## src/rtl/wrDonePollerPkg.sv

```systemverilog
package wrDonePollerPkg;
  localparam int BYTE_W  = 8;
  localparam int FRAME_W = 4 * BYTE_W;
  localparam int FADDR_W = 2 * BYTE_W;

  typedef enum logic [1:0] {
    ST_IDLE  = 2'd0,
    ST_DELAY = 2'd1,
    ST_ISSUE = 2'd2,
    ST_WAIT  = 2'd3
  } pollState_e;

  // strobes from control to datapath
  typedef struct packed {
    logic capture;
    logic delayRun;
    logic frameSent;
  } ctlStrobe_t;

  // conditions from datapath to control
  typedef struct packed {
    logic dataIsMark;
    logic delayIsZero;
    logic delayLast;
    logic rspMatch;
    logic limitHit;
  } dpStatus_t;
endpackage

```

## src/rtl/wrDonePollerDp.sv

```systemverilog
module wrDonePollerDp
  import wrDonePollerPkg::*;
#(
  parameter int ADDR_W       = 16,
  parameter int MS_W         = 8,
  parameter int POLL_W       = 8,
  parameter int TICKS_PER_MS = 1000
) (
  input  logic                clk,
  input  logic                rstN,
  input  ctlStrobe_t          strobe,
  input  logic [ADDR_W-1:0]   wrAddr,
  input  logic [BYTE_W-1:0]   wrData,
  input  logic [BYTE_W-1:0]   rdOpcode,
  input  logic [BYTE_W-1:0]   busyMark,
  input  logic [MS_W-1:0]     delayMs,
  input  logic [POLL_W-1:0]   pollLimit,
  input  logic [BYTE_W-1:0]   rspByte,
  output dpStatus_t           status,
  output logic [FRAME_W-1:0]  frame
);
  localparam int PRESC_W = (TICKS_PER_MS > 1) ? $clog2(TICKS_PER_MS) : 1;
  localparam logic [PRESC_W-1:0] PRESC_LOAD = PRESC_W'(TICKS_PER_MS - 1);

  logic [ADDR_W-1:0]  addrQ;
  logic [BYTE_W-1:0]  dataQ;
  logic [BYTE_W-1:0]  opQ;
  logic [POLL_W-1:0]  limitQ;
  logic [POLL_W-1:0]  pollCnt;
  logic [MS_W-1:0]    msLeft;
  logic [PRESC_W-1:0] presc;
  logic [FADDR_W-1:0] addrWide;

  always_ff @(posedge clk) begin
    if (!rstN) begin
      addrQ   <= '0;
      dataQ   <= '0;
      opQ     <= '0;
      limitQ  <= '0;
      pollCnt <= '0;
      msLeft  <= '0;
      presc   <= '0;
    end else if (strobe.capture) begin
      addrQ   <= wrAddr;
      dataQ   <= wrData;
      opQ     <= rdOpcode;
      limitQ  <= pollLimit;
      pollCnt <= '0;
      msLeft  <= delayMs;
      presc   <= PRESC_LOAD;
    end else begin
      if (strobe.delayRun) begin
        if (presc == '0) begin
          presc  <= PRESC_LOAD;
          msLeft <= msLeft - 1'b1;
        end else begin
          presc <= presc - 1'b1;
        end
      end
      if (strobe.frameSent) pollCnt <= pollCnt + 1'b1;
    end
  end

  generate
    if (ADDR_W < FADDR_W) begin : g_padAddr
      assign addrWide = {{(FADDR_W - ADDR_W){1'b0}}, addrQ};
    end else begin : g_fullAddr
      assign addrWide = addrQ[FADDR_W-1:0];
    end
  endgenerate

  assign frame = {opQ, addrWide, {BYTE_W{1'b0}}};

  always_comb begin
    status.dataIsMark  = (wrData == busyMark);
    status.delayIsZero = (delayMs == '0);
    status.delayLast   = (presc == '0) && (msLeft == MS_W'(1));
    status.rspMatch    = (rspByte == dataQ);
    status.limitHit    = (pollCnt >= limitQ);
  end
endmodule

```

## src/rtl/wrDonePollerCtl.sv

```systemverilog
module wrDonePollerCtl
  import wrDonePollerPkg::*;
(
  input  logic       clk,
  input  logic       rstN,
  input  logic       start,
  input  logic       pollEn,
  input  logic       frmReqReady,
  input  logic       frmRspValid,
  input  dpStatus_t  status,
  output ctlStrobe_t strobe,
  output logic       ready,
  output logic       frmReqValid,
  output logic       wrDone,
  output logic       wrFail
);
  pollState_e st, stNxt;
  logic doneNxt, failNxt, usePoll;

  assign usePoll = pollEn && !status.dataIsMark;

  always_comb begin
    stNxt   = st;
    strobe  = '0;
    doneNxt = 1'b0;
    failNxt = 1'b0;
    unique case (st)
      ST_IDLE: begin
        if (start) begin
          strobe.capture = 1'b1;
          if (usePoll)                  stNxt = ST_ISSUE;
          else if (!status.delayIsZero) stNxt = ST_DELAY;
          else                          doneNxt = 1'b1;
        end
      end
      ST_DELAY: begin
        strobe.delayRun = 1'b1;
        if (status.delayLast) begin
          stNxt   = ST_IDLE;
          doneNxt = 1'b1;
        end
      end
      ST_ISSUE: begin
        if (frmReqReady) begin
          strobe.frameSent = 1'b1;
          stNxt = ST_WAIT;
        end
      end
      ST_WAIT: begin
        if (frmRspValid) begin
          if (status.rspMatch || status.limitHit) begin
            stNxt   = ST_IDLE;
            doneNxt = 1'b1;
            failNxt = !status.rspMatch;
          end else begin
            stNxt = ST_ISSUE;
          end
        end
      end
      default: stNxt = ST_IDLE;
    endcase
  end

  always_ff @(posedge clk) begin
    if (!rstN) begin
      st     <= ST_IDLE;
      wrDone <= 1'b0;
      wrFail <= 1'b0;
    end else begin
      st     <= stNxt;
      wrDone <= doneNxt;
      wrFail <= failNxt;
    end
  end

  assign ready       = (st == ST_IDLE);
  assign frmReqValid = (st == ST_ISSUE);
endmodule

```

## src/rtl/wrDonePoller.sv

```systemverilog
module wrDonePoller
  import wrDonePollerPkg::*;
#(
  parameter int ADDR_W       = 16,
  parameter int MS_W         = 8,
  parameter int POLL_W       = 8,
  parameter int TICKS_PER_MS = 1000
) (
  input  logic               clk,
  input  logic               rstN,
  input  logic               start,
  input  logic [ADDR_W-1:0]  wrAddr,
  input  logic [7:0]         wrData,
  input  logic [7:0]         rdOpcode,
  input  logic               pollEn,
  input  logic [7:0]         busyMark,
  input  logic [MS_W-1:0]    delayMs,
  input  logic [POLL_W-1:0]  pollLimit,
  output logic               ready,
  output logic               wrDone,
  output logic               wrFail,
  output logic               frmReqValid,
  input  logic               frmReqReady,
  output logic [31:0]        frmReqData,
  input  logic               frmRspValid,
  input  logic [31:0]        frmRspData
);
  ctlStrobe_t strobe;
  dpStatus_t  status;

  wrDonePollerCtl u_ctl (
    .clk         (clk),
    .rstN        (rstN),
    .start       (start),
    .pollEn      (pollEn),
    .frmReqReady (frmReqReady),
    .frmRspValid (frmRspValid),
    .status      (status),
    .strobe      (strobe),
    .ready       (ready),
    .frmReqValid (frmReqValid),
    .wrDone      (wrDone),
    .wrFail      (wrFail)
  );

  wrDonePollerDp #(
    .ADDR_W       (ADDR_W),
    .MS_W         (MS_W),
    .POLL_W       (POLL_W),
    .TICKS_PER_MS (TICKS_PER_MS)
  ) u_dp (
    .clk       (clk),
    .rstN      (rstN),
    .strobe    (strobe),
    .wrAddr    (wrAddr),
    .wrData    (wrData),
    .rdOpcode  (rdOpcode),
    .busyMark  (busyMark),
    .delayMs   (delayMs),
    .pollLimit (pollLimit),
    .rspByte   (frmRspData[BYTE_W-1:0]),
    .status    (status),
    .frame     (frmReqData)
  );
endmodule

```

## config.mk

```make
export PLATFORM = sky130hd
export DESIGN_NAME = wrDonePoller
export DESIGN_NICKNAME = d
export VERILOG_FILES = /design/src/rtl/wrDonePollerPkg.sv /design/src/rtl/wrDonePollerDp.sv /design/src/rtl/wrDonePollerCtl.sv /design/src/rtl/wrDonePoller.sv
export SDC_FILE = /design/constraint.sdc
export NUM_CORES = 1
export LEC_CHECK = 0
export ABC_AREA = 1
export BUFFER_PORTS_ARGS = -buffer_cell sky130_fd_sc_hd__buf_2
export CORE_ASPECT_RATIO = 0.6
export CORE_MARGIN = 2
export CORE_UTILIZATION = 38
export CTS_BUF_LIST = sky130_fd_sc_hd__clkbuf_16
export DETAILED_ROUTE_END_ITERATION = 12
export GPL_TIMING_DRIVEN = 0
export PLACE_DENSITY_LB_ADDON = 0.3
export SLEW_MARGIN = 10
export SYNTH_ARGS = -nofsm -noshare
export SYNTH_HDL_FRONTEND = slang
export SYNTH_SLANG_ARGS = --single-unit
```

## constraint.sdc

```tcl
create_clock -name clk -period 1.95 [get_ports clk]
set_input_delay 0.195 -clock clk [delete_from_list [all_inputs] [get_ports clk]]
set_output_delay 0.195 -clock clk [all_outputs]
set_load 0.01 [all_outputs]
```

==> parameters.txt <==
Parameter                              Value

GRT
  Number of global-route vias before repair    3397
  Largest net degree at the start of global routing    12
  Overall Global Routing Usage    19.4%
  First-pass GRT wire length    15.6 mm
  Residual overflow from global routing    0
  Antenna violations before repair    0

Yosys
  Number of synthesized register bits    70
  Fraction of synthesized cell area taken by the top area cell type    39.1%
  Top area cells in the synthesized netlist    sky130_fd_sc_hd__dfxtp_1 39%, sky130_fd_sc_hd__nand2_1 8.9%, sky130_fd_sc_hd__nor2_1 8.6%, sky130_fd_sc_hd__inv_1 5.8%, sky130_fd_sc_hd__o21ai_0 5.2%
  Most used flip-flop cell after synthesis    sky130_fd_sc_hd__dfxtp_1
  Syn. warnings    0
  Total standard cell area after synthesis    0.00358 mm^2
  Most frequent cell after synthesis    sky130_fd_sc_hd__nand2_1
  Number of cells produced by synthesis    503
  Synth cell count leaders    85 x sky130_fd_sc_hd__nand2_1, 82 x sky130_fd_sc_hd__nor2_1, 70 x sky130_fd_sc_hd__dfxtp_1, 55 x sky130_fd_sc_hd__inv_1, 37 x sky130_fd_sc_hd__o21ai_0
  EDFF count, synth    0
  Unique masters post-synth    37
  Seq/Total Area, Yosys    39.1%
  Average cell area after synthesis    7.12 um^2
  Fraction of registers with async set or reset after synthesis    0%
  Dominant cell type by area after synthesis    sky130_fd_sc_hd__dfxtp_1

Power and ir drop
  Switching fraction of total power    38.6%
  Leakage power of the design    0.00222 uW
  Power density cells    1360 mW/mm^2
  Clock share of power    27.0%
  Sequential Power Share    33.4%
  Max IR drop VDD    0.580 mV
  Sw power    2400 uW
  Design internal power    3820 uW
  Combinational fraction of design power    39.6%

Worst hold path
  Capture endpoint of the worst hold path    u_dp.opQ[5]$_SDFFE_PN0P_
  WHS Path Cells    3
  Startpoint of the most critical hold path    rdOpcode[5]
  Min-Delay Path Class    in -> reg

Floorplan
  Area of the die    0.0102 mm^2
  Die width    129 um
  Site Rows    27
  Die height    79.2 um
  Initial core utilization    39.1%
  Top-level port count    130
  Core area    0.00916 mm^2

Clock tree
  H-tree lvl count    3
  TritonCTS clock tree    yes
  Number of CTS-inserted buffers    9
  Clock sink count    70
  Clock transition at path regs    50 ps
  Clock tree buffer depth    2
  Latest clock arrival within the worst-skew pair    330 ps
  Hold bufs inserted after CTS    0
  CTS root buf    sky130_fd_sc_hd__clkbuf_16

Layout
  Final layout net count    727
  Utilization after layout    50.1%
  Final instance area    0.00458 mm^2
  Ratio of cells with drive above 1 in the final layout    24.0%
  Filler cell count    897
  Antenna cells    0
  Synthesis-to-finish area growth    27.9%

Place
  Final estimated routing congestion in global placement    0.917
  Placed cell areas    0.00426 mm^2
  HPWL reported at the end of detailed placement    7.35 mm
  IO buf count    97

Routing
  Number of nets with antenna violations after routing    0
  Router iterations before antenna repair    4
  Total via count in the routed design    3481
  DRC    0
  Number of DRC markers in iteration 0    200
  Total Wirelength    9.28 mm
  Routed wire length per instance    12.3 um
  Vias per cell    4.62

Critical path
  Worst reg2reg endpoint    u_ctl.wrDone$_SDFF_PN0_
  Reg-to-reg critical path startpoint    u_dp.presc[0]$_SDFFE_PN0P_
  Depth of the most critical reg-to-reg path    10
  Path type of the worst setup path    reg -> reg
  Critical-path top delay cell    sky130_fd_sc_hd__nor2_2
  CP max FO    7
  Cell Chain, Critical Path    inv_1 -> ha_1 -> nand2_1 -> nor2_1 -> nand4_1 -> nor2_2 -> nand2_1 -> nand2_1 -> nor2_1 -> nor2_1
  Arrival time worst endpoint    2040 ps
  Worst stage delay on the critical path    380 ps
  Required time worst endpoint    2200 ps
  Critical path startpoint category    flip-flop
  Worst setup slack for register-to-register paths    160 ps
  Setup crit end kind    flip-flop

STA
  Highest clock rate    559 MHz
  Final clock period utilization by the worst path    91.7%
  Post-Route Hold Slack    103 ps
  Measured slew at the worst slew-check pin    563 ps
  Unrepaired setup endpoints after global routing    yes
  Final setup vio count    0
  Post-Route Setup TNS    0 ps
  Post-layout min period    1790 ps
  Number of endpoints with negative hold slack in the final report    0
  Worst relative slew slack    62.4%
  Number of slew-limit violations in the final report    0
  Setup Skew    5.79 ps

Run status
  Status    finished clean

Job
  Max-capacitance violation count    0
## worst max-delay path: cells and delay by family, from the launching register on
family / cells / cell delay, ps
flops: 1 / 320
simple gates: 8 / 1080
buf+inv: 1 / 140
fa+ha+maj: 1 / 190
## power by group through the flow
stage	logic, uW	clock network, uW	registers (uW)
floorplan	1670	0	2120
global placement	2360	0	2090
detailed placement	2400	0	2100
CTS	2420	1720	2070
global route	2820	1780	2120
finish	2460	1680	2080
## registers in the layout, indices dropped and copies added, names as in the netlist
| name | cells |
|---|---|
| u_dp.limitQ | 8 |
| u_dp.addrQ | 16 |
| u_ctl.st | 2 |
| u_dp.opQ | 8 |
| u_dp.presc | 10 |
| u_ctl.wrFail | 1 |
| u_dp.msLeft | 8 |
| u_dp.dataQ | 8 |
| u_ctl.wrDone | 1 |
| u_dp.pollCnt | 8 |
## per-stage QoR
step | setup WS (ps) | total power [uW] | cells
finish | 161 | 6220 | 754
global route | -27.3 | 6720 | 754
CTS | 152 | 6210 | 752
detailed placement | 165 | 4500 | 737
global placement | 152 | 4450 | 737
floorplan | 488 | 3800 | 510
## per-layer routing
metal / part of all wire (%) / GRT usage, % / vias to the layer above
li1: - / - / 1837
met3: 7.7 / 6.47 / 11
met2: 42 / 29.4 / 102
met5: 0 / 0 / -
met1: 49 / 25.8 / 1531
met4: 1.0 / 6.63 / 0
## layout make-up
type / instances / area, um^2 / share of cell area, %
plain buffers: 23 / 124 / 2.70
clock buffers: 9 / 225 / 4.91
clock inverters: 6 / 77.6 / 1.69
inverters: 64 / 240 / 5.24
multi-input cells: 353 / 1850 / 40.4
flip-flops and latches: 70 / 1400 / 30.6
well taps: 130 / 163 / 3.55
repair buffers: 99 / 500 / 10.9
## worst max path at each step
stage / end / cells past startpoint / startpoint
2_1_floorplan: u_dp.msLeft[3]$_SDFFE_PN0P_ / 9 / u_dp.presc[0]$_SDFFE_PN0P_
3_3_place_gp: u_dp.msLeft[2]$_SDFFE_PN0P_ / 9 / u_dp.presc[0]$_SDFFE_PN0P_
3_5_place_dp: u_dp.msLeft[2]$_SDFFE_PN0P_ / 9 / u_dp.presc[0]$_SDFFE_PN0P_
4_1_cts: u_dp.msLeft[2]$_SDFFE_PN0P_ / 9 / u_dp.presc[0]$_SDFFE_PN0P_
5_1_grt: u_ctl.wrDone$_SDFF_PN0_ / 10 / u_dp.presc[0]$_SDFFE_PN0P_
6_report: u_ctl.wrDone$_SDFF_PN0_ / 10 / u_dp.presc[0]$_SDFFE_PN0P_
## cell usage in the layout (no fill, tap or decap), types with 4 or more instances in the layout
cell	netlist	final
sky130_fd_sc_hd__nand2_1	85	85
sky130_fd_sc_hd__o21ai_1	13	13
sky130_fd_sc_hd__nand3_1	14	14
sky130_fd_sc_hd__dfxtp_1	70	70
sky130_fd_sc_hd__a31oi_1	6	6
sky130_fd_sc_hd__a21oi_1	31	31
sky130_fd_sc_hd__xor2_1	9	9
sky130_fd_sc_hd__clkbuf_1	9	9
sky130_fd_sc_hd__buf_4	8	10
sky130_fd_sc_hd__o211ai_1	4	4
sky130_fd_sc_hd__nand4_1	7	7
sky130_fd_sc_hd__nor2_2	4	4
sky130_fd_sc_hd__nor3_1	8	8
sky130_fd_sc_hd__ha_1	13	13
sky130_fd_sc_hd__nor4_1	4	4
sky130_fd_sc_hd__nor2_1	82	82
sky130_fd_sc_hd__buf_2	6	103
sky130_fd_sc_hd__clkbuf_16	0	9
sky130_fd_sc_hd__xnor2_1	9	9
sky130_fd_sc_hd__inv_1	55	55
sky130_fd_sc_hd__o21ai_0	37	37
sky130_fd_sc_hd__conb_1	1	8
sky130_fd_sc_hd__inv_2	9	9
## cells by family (layout without fill, tap and decap cells)
logic type      after synthesis  in the layout  synth area share, %
fa+ha+maj                    13             13                 4.54
simple gates                218            218                 27.4
other cells                   1              8                0.105
xor+xnor                     18             18                 4.40
compound gates               96             96                 14.3
flops                        70             70                 39.1
buf+inv                      87            201                 10.2
## timing repair
action	CTS	global route
endpoints found under the hold margin	0	0
buffers inserted	0	2
resized for setup	0	1
endpoints found under the setup margin	0	6
Note: power is estimated with default switching activity, not from simulation.
